[config.mk]
export PLATFORM = sky130hd
export DESIGN_NAME = cdl_digitizer
export DESIGN_NICKNAME = d
export VERILOG_FILES = /design/src/rtl/cdl_pkg.sv /design/src/rtl/cdl_capture.sv /design/src/rtl/cdl_window_avg.sv /design/src/rtl/cdl_hyst.sv /design/src/rtl/cdl_digitizer.sv
export SDC_FILE = /design/constraint.sdc
export NUM_CORES = 1
export LEC_CHECK = 0
export BUFFER_PORTS_ARGS = -buffer_cell sky130_fd_sc_hd__buf_2
export CORE_AREA = 4 4 153 155
export CTS_CLUSTER_SIZE = 14
export DETAILED_ROUTE_END_ITERATION = 10
export DIE_AREA = 0 0 157 159
export PLACE_DENSITY = 0.72
export SLEW_MARGIN = 20
export SYNTH_ARGS = -nofsm -noshare
export SYNTH_HDL_FRONTEND = slang
export SYNTH_HIERARCHICAL = 1
export SYNTH_SLANG_ARGS = --single-unit
[constraint.sdc]
create_clock -name clk -period 8.15 [get_ports clk]
set_input_delay 2.445 -clock clk [delete_from_list [all_inputs] [get_ports clk]]
set_output_delay 2.445 -clock clk [all_outputs]
set_load 0.01 [all_outputs]
[src/rtl/cdl_pkg.sv]
package cdl_pkg;

    localparam int ADC_W       = 12;
    localparam int DIFF_W      = ADC_W + 1;
    localparam int LANES       = 2;

    typedef logic signed [DIFF_W-1:0] diff_t;

    typedef enum logic {
        BUS_DOMINANT  = 1'b0,
        BUS_RECESSIVE = 1'b1
    } bus_state_e;

    typedef struct packed {
        logic  vld;
        diff_t val;
    } diff_smp_t;

    function automatic diff_t high_minus_low(input logic [ADC_W-1:0] h,
                                             input logic [ADC_W-1:0] l);
        return diff_t'($signed({1'b0, h}) - $signed({1'b0, l}));
    endfunction

endpackage

[src/rtl/cdl_capture.sv]
module cdl_capture
    import cdl_pkg::*;
(
    input  logic             clk,
    input  logic             rst,
    input  logic [ADC_W-1:0] hi_i,
    input  logic [ADC_W-1:0] lo_i,
    output diff_smp_t        diff_o
);

    logic [ADC_W-1:0] lane_in [LANES];
    logic [ADC_W-1:0] lane_q  [LANES];
    logic             cap_vld_q;

    assign lane_in[0] = hi_i;
    assign lane_in[1] = lo_i;

    // Port-to-flop capture, no logic in front
    for (genvar g = 0; g < LANES; g++) begin : g_lane
        always_ff @(posedge clk) begin
            lane_q[g] <= lane_in[g];
        end
    end

    always_ff @(posedge clk) begin
        if (rst) begin
            cap_vld_q  <= 1'b0;
            diff_o.vld <= 1'b0;
            diff_o.val <= '0;
        end else begin
            cap_vld_q  <= 1'b1;
            diff_o.vld <= cap_vld_q;
            diff_o.val <= high_minus_low(lane_q[0], lane_q[1]);
        end
    end


    diff_follows_capture_chk: assert property (@(posedge clk) disable iff (rst)
        diff_o.vld |-> $past(cap_vld_q));

endmodule

[src/rtl/cdl_window_avg.sv]
module cdl_window_avg
    import cdl_pkg::*;
#(
    parameter int LOG_SHORT = 3,
    parameter int LOG_LONG  = 4
) (
    input  logic      clk,
    input  logic      rst,
    input  logic      win_long_i,
    input  diff_smp_t d_i,
    output diff_t     avg_o,
    output logic      avg_vld_o
);

    localparam int DEPTH     = 1 << LOG_LONG;
    localparam int SHORT_LEN = 1 << LOG_SHORT;
    localparam int SUM_W     = DIFF_W + LOG_LONG;
    localparam int CNT_W     = LOG_LONG + 1;
    localparam int SUM_LIM   = DEPTH * ((1 << ADC_W) - 1);

    typedef logic signed [SUM_W-1:0] sum_t;

    diff_t            sr_q [DEPTH];
    sum_t             sum_q, sum_n;
    logic [CNT_W-1:0] cnt_q, cnt_n, win_len;
    logic             mode_q;
    logic             restart, full;
    diff_t            tap;
    sum_t             d_ext, tap_ext;

    always_comb begin
        win_len = win_long_i ? CNT_W'(DEPTH) : CNT_W'(SHORT_LEN);
        restart = (win_long_i != mode_q);
        full    = (cnt_q == win_len);
        tap     = win_long_i ? sr_q[DEPTH-1] : sr_q[SHORT_LEN-1];
        d_ext   = {{(SUM_W-DIFF_W){d_i.val[DIFF_W-1]}}, d_i.val};
        tap_ext = {{(SUM_W-DIFF_W){tap[DIFF_W-1]}}, tap};

        sum_n = sum_q;
        cnt_n = cnt_q;
        if (restart) begin
            sum_n = d_i.vld ? d_ext : '0;
            cnt_n = d_i.vld ? CNT_W'(1) : '0;
        end else if (d_i.vld) begin
            if (full) begin
                sum_n = sum_q + d_ext - tap_ext;
            end else begin
                sum_n = sum_q + d_ext;
                cnt_n = cnt_q + CNT_W'(1);
            end
        end
    end

    always_ff @(posedge clk) begin
        if (d_i.vld) sr_q[0] <= d_i.val;
    end

    for (genvar g = 1; g < DEPTH; g++) begin : g_tap
        always_ff @(posedge clk) begin
            if (d_i.vld) sr_q[g] <= sr_q[g-1];
        end
    end

    always_ff @(posedge clk) begin
        if (rst) begin
            sum_q     <= '0;
            cnt_q     <= '0;
            mode_q    <= 1'b0;
            avg_o     <= '0;
            avg_vld_o <= 1'b0;
        end else begin
            sum_q     <= sum_n;
            cnt_q     <= cnt_n;
            mode_q    <= win_long_i;
            avg_o     <= win_long_i ? diff_t'(sum_n >>> LOG_LONG)
                                    : diff_t'(sum_n >>> LOG_SHORT);
            avg_vld_o <= (cnt_n == win_len);
        end
    end


    sum_range_chk: assert property (@(posedge clk) disable iff (rst)
        (sum_q <= SUM_LIM) && (sum_q >= -SUM_LIM));


    restart_drops_valid_chk: assert property (@(posedge clk) disable iff (rst)
        (win_long_i != mode_q) |=> !avg_vld_o);


    valid_needs_data_chk: assert property (@(posedge clk) disable iff (rst)
        $rose(avg_vld_o) |-> $past(d_i.vld));

endmodule

[src/rtl/cdl_hyst.sv]
module cdl_hyst
    import cdl_pkg::*;
(
    input  logic  clk,
    input  logic  rst,
    input  diff_t avg_i,
    input  logic  avg_vld_i,
    input  diff_t thr_hi_i,
    input  diff_t thr_lo_i,
    output logic  level_o,
    output logic  edge_stb_o,
    output logic  edge_level_o
);

    bus_state_e st_q, st_n;

    always_comb begin
        st_n = st_q;
        if (avg_vld_i) begin
            if (st_q == BUS_RECESSIVE && avg_i > thr_hi_i) st_n = BUS_DOMINANT;
            else if (st_q == BUS_DOMINANT && avg_i < thr_lo_i) st_n = BUS_RECESSIVE;
        end
    end

    always_ff @(posedge clk) begin
        if (rst) begin
            st_q         <= BUS_RECESSIVE;
            edge_stb_o   <= 1'b0;
            edge_level_o <= 1'b1;
        end else begin
            st_q       <= st_n;
            edge_stb_o <= (st_n != st_q);
            if (st_n != st_q) edge_level_o <= st_n;
        end
    end

    assign level_o = st_q;


    dominant_cause_chk: assert property (@(posedge clk) disable iff (rst)
        $fell(level_o) |-> $past(avg_vld_i && (avg_i > thr_hi_i)));


    recessive_cause_chk: assert property (@(posedge clk) disable iff (rst)
        $rose(level_o) |-> $past(avg_vld_i && (avg_i < thr_lo_i)));


    hold_when_invalid_chk: assert property (@(posedge clk) disable iff (rst)
        !avg_vld_i |=> $stable(level_o));


    strobe_marks_change_chk: assert property (@(posedge clk) disable iff (rst)
        edge_stb_o |-> (level_o != $past(level_o)) && (edge_level_o == level_o));

endmodule

[src/rtl/cdl_digitizer.sv]
module cdl_digitizer
    import cdl_pkg::*;
#(
    parameter int LOG_SHORT = 3,
    parameter int LOG_LONG  = 4
) (
    input  logic                     clk,
    input  logic                     rst,
    input  logic [ADC_W-1:0]         hi_smp,
    input  logic [ADC_W-1:0]         lo_smp,
    input  logic                     win16,
    input  logic signed [DIFF_W-1:0] thr_hi,
    input  logic signed [DIFF_W-1:0] thr_lo,
    output logic                     bus_level,
    output logic                     edge_stb,
    output logic                     edge_level,
    output logic                     avg_valid,
    output logic signed [DIFF_W-1:0] avg_level
);

    diff_smp_t diff_s;
    diff_t     avg_s;
    logic      avg_vld_s;

    cdl_capture u_capture (
        .clk    (clk),
        .rst    (rst),
        .hi_i   (hi_smp),
        .lo_i   (lo_smp),
        .diff_o (diff_s)
    );

    cdl_window_avg #(
        .LOG_SHORT (LOG_SHORT),
        .LOG_LONG  (LOG_LONG)
    ) u_avg (
        .clk        (clk),
        .rst        (rst),
        .win_long_i (win16),
        .d_i        (diff_s),
        .avg_o      (avg_s),
        .avg_vld_o  (avg_vld_s)
    );

    cdl_hyst u_hyst (
        .clk          (clk),
        .rst          (rst),
        .avg_i        (avg_s),
        .avg_vld_i    (avg_vld_s),
        .thr_hi_i     (thr_hi),
        .thr_lo_i     (thr_lo),
        .level_o      (bus_level),
        .edge_stb_o   (edge_stb),
        .edge_level_o (edge_level)
    );

    assign avg_valid = avg_vld_s;
    assign avg_level = avg_s;


    reset_state_chk: assert property (@(posedge clk)
        $past(rst) |-> bus_level && !edge_stb && !avg_valid);

endmodule

==> metrics.yaml <==
run:
  maxCapViolations: 0
global_route:
  grt_remaining_overflow: 0
  met2_usage: 0.259
  antenna_found_initial: 0
  busiest_layer: "met2"
  grt_pass1_wl_mm: 33.8
  track_usage: 0.164
  grt.met3_usage: 0.0266
  grt_max_degree: 91
  grt_pass1_vias: 6801
  grt_util_met1: 0.240
route:
  drc: 0
  drt-vias-per-instance: 5.52
  vias: 7020
  drt-initial-drc-count: 361
  route.detailed.wl_per_inst_um: 16.0
  wl_mm: 20.4
  drt.antenna.violating_nets: 0
  drtPass1Iterations: 5
sta:
  fin_crit_ps: 5740
  hold_viol: 0
  finalClockSkew_ps: 17.1
  rsz0062_at_grt: "false"
  tns_ps: 0
  period_share: 0.704
  tightest_slew_ps: 1070
  worst_slack_ps: 2410
  slew_headroom: 0.286
  setup_viol: 0
  maxSlewViolCount: 0
  max_freq_mhz: 174
place:
  gp_congestion: 0.805
  port_buffers: 69
  dpl.hpwl_mm: 13.7
  place_ws_ps: 1930
layout:
  multi_input_area_um2: 3790
  fill_cells: 1702
  drive_above_1_share: 0.140
  final_common_cell: "edfxtp_1"
  synthToLayoutAreaGrowth_pct: 13.6
  register_area_um2: 7830
  antenna_cells: 0
  fin_nets: 1094
  final_cell_mix: "edfxtp_1, dfxtp_1, buf_2, ha_1, nor2_1"
setup_path:
  crit_type: "input port to flop"
  cp_top_family: "compound AO/OA/AOI/OAI gates"
  cp-start-kind: "input port"
  rr_startpoint: "u_capture/diff_o[0]$_SDFF_PP0_"
  cpMostUsedCell: "mux2i_1"
  required_ps: 8590
  crit_chain: "buf_2 -> buf_4 -> mux2i_1 -> ha_1 -> or3_1 -> o311ai_0 -> a311oi_1 -> o21ai_1 -> a221oi_2 -> o41ai_2 -> mux2i_1 -> o211ai_1 -> or4_1 -> o221ai_1"
  r2r_cells: 16
  worst_setup_path_end_kind: "flop"
  critPathArrivalTime_ps: 6180
  crit_fanout: 29
  max_stage_delay_ps: 490
  reg2reg_slack_ps: 3380
  cp_num_buf_inv: 2
  rr_endpoint: "u_avg/avg_o[12]$_SDFF_PP0_"
  crit_slowest_cell: "o311ai_0"
die:
  start_util: 0.546
  core-area_um2: 21800
  chipHeight_um: 159
  top_level_ports: 70
  rows: 54
  die_x_um: 157
  dieArea_um2: 25000
pwr:
  switching_share: 0.231
  vdd_drop_max_v: 0.000186
  p_comb_frac: 0.108
  p_switching_mw: 0.768
  powerDensity_nw_per_um2: 246
  leakagePower_nw: 5.44
  p_clk_frac: 0.393
  p_seq_frac: 0.499
  intPower_mw: 2.56
yosys:
  ys_ff_latch: 287
  async_flop_share: 0
  syn-cell-area_um2: 11900
  syn-num-nets: 1012
  synthFlopType: "edfxtp_1"
  syn_avg_cell_area_um2: 13.4
  synth-edff-count: 208
  yosysUniqueCellTypes: 82
  yosysSeqAreaShare: 0.657
  netlist_instances: 887
  yosys_warnings: 6
clocking:
  cts_sinks: 287
  cts-root-buf: "clkbuf_16"
  clk_latency_ps: 550
  clk_path_buf_depth: 3
  postCtsSetupBuffers: 0
  cts_tree: "yes"
  cts.hold.buffers_added: 0
  cts_made_buffers: 30
  clk_pin_slew_worst_paths_ps: 60
  cts_resized: 0
  h-tree-depth: 1
outcome:
  status: "finished, final reports clean"
worst_hold_path:
  hold_start: "u_avg/sr_q[0][18]$_DFFE_PP_"
  hold_path_class: "flop to flop"
  whs_path_depth: 0
  min_to: "u_avg/sr_q[0][31]$_DFFE_PP_"
## power groups by stage
stage	Combinational, mW	Sequential (mW)	Clock, mW
final	0.360	1.66	1.31
after global routing	0.405	1.66	1.41
after CTS	0.358	1.66	1.34
after detailed placement	0.354	1.69	0
after global placement	0.348	1.69	0
after floorplan	0.264	1.69	0
## metrics by stage
stage	hold slack [ps]	cells	area, um2	utilization	power, mW
floorplan	400	887	11900	-	1.96
CTS	409	1272	13500	0.620	3.36
finish	409	1272	13500	0.620	3.32
global route	403	1272	13500	0.620	3.48
global placement	400	1217	12600	0.576	2.04
detailed placement	405	1217	12600	0.576	2.04
## routing by layer
metal  vias up  share of wire
met1      3321           0.47
met2       176           0.45
li1       3481              -
met5         -              0
met4         0          0.024
met3        42          0.054
## cells in the mapped netlist (9+ instances only)
cell	instances	area [um2]
o21a_1	20	150
xor2_1	9	78.8
xnor2_1	16	140
a21o_1	13	97.6
nor3_1	16	80.1
o21ai_0	23	115
nor2_1	63	236
o211ai_1	10	75.1
clkbuf_1	23	86.3
nand2_1	44	165
dfxtp_1	79	1580
ha_1	69	863
edfxtp_1	208	6250
a21oi_1	50	250
a211oi_1	16	120
nor2b_1	14	87.6
inv_1	56	210
mux2i_1	14	140
nand3_1	13	65.1
## flip-flops by register name (all words and copies together) (netlist names)
name / count
u_avg/cnt_q: 5
u_hyst/level_o: 1
u_avg/avg_vld_o: 1
u_avg/avg_o: 13
u_capture/lane_q: 24
u_avg/sr_q: 208
u_avg/mode_q: 1
u_hyst/edge_level_o: 1
u_capture/diff_o: 14
u_avg/sum_q: 17
u_hyst/edge_stb_o: 1
u_capture/cap_vld_q: 1
## cell type report
cell class / instances / share of cell area
clock buffer: 42 / 0.0595
timing repair buffer: 75 / 0.0288
inverter: 56 / 0.0155
sequential: 287 / 0.579
clock inverter: 13 / 0.0115
multi-input combinational: 519 / 0.280
tap: 280 / 0.0259
## worst max-delay path by stage
stage,slack [ps],depth (start not counted),startpoint,endpoint
after floorplan,1710,17,win16,u_avg/avg_o[12]$_SDFF_PP0_
after global placement,2090,14,win16,u_avg/avg_o[12]$_SDFF_PP0_
after detailed placement,1930,14,win16,u_avg/avg_o[12]$_SDFF_PP0_
after CTS,2430,14,win16,u_avg/avg_o[12]$_SDFF_PP0_
after global routing,2090,14,win16,u_avg/avg_o[12]$_SDFF_PP0_
final,2410,14,win16,u_avg/avg_o[12]$_SDFF_PP0_
## logic make-up after synthesis
| logic type | synth area share |
|---|---|
| buffers and inverters | 0.0255 |
| adders and majority gates | 0.0793 |
| AOI/OAI and AO/OA | 0.116 |
| and+or+nand+nor | 0.0828 |
| xor gates and xnor gates | 0.0184 |
| muxes | 0.0209 |
| DFF | 0.657 |
Note: power is estimated with default switching activity, not from simulation.
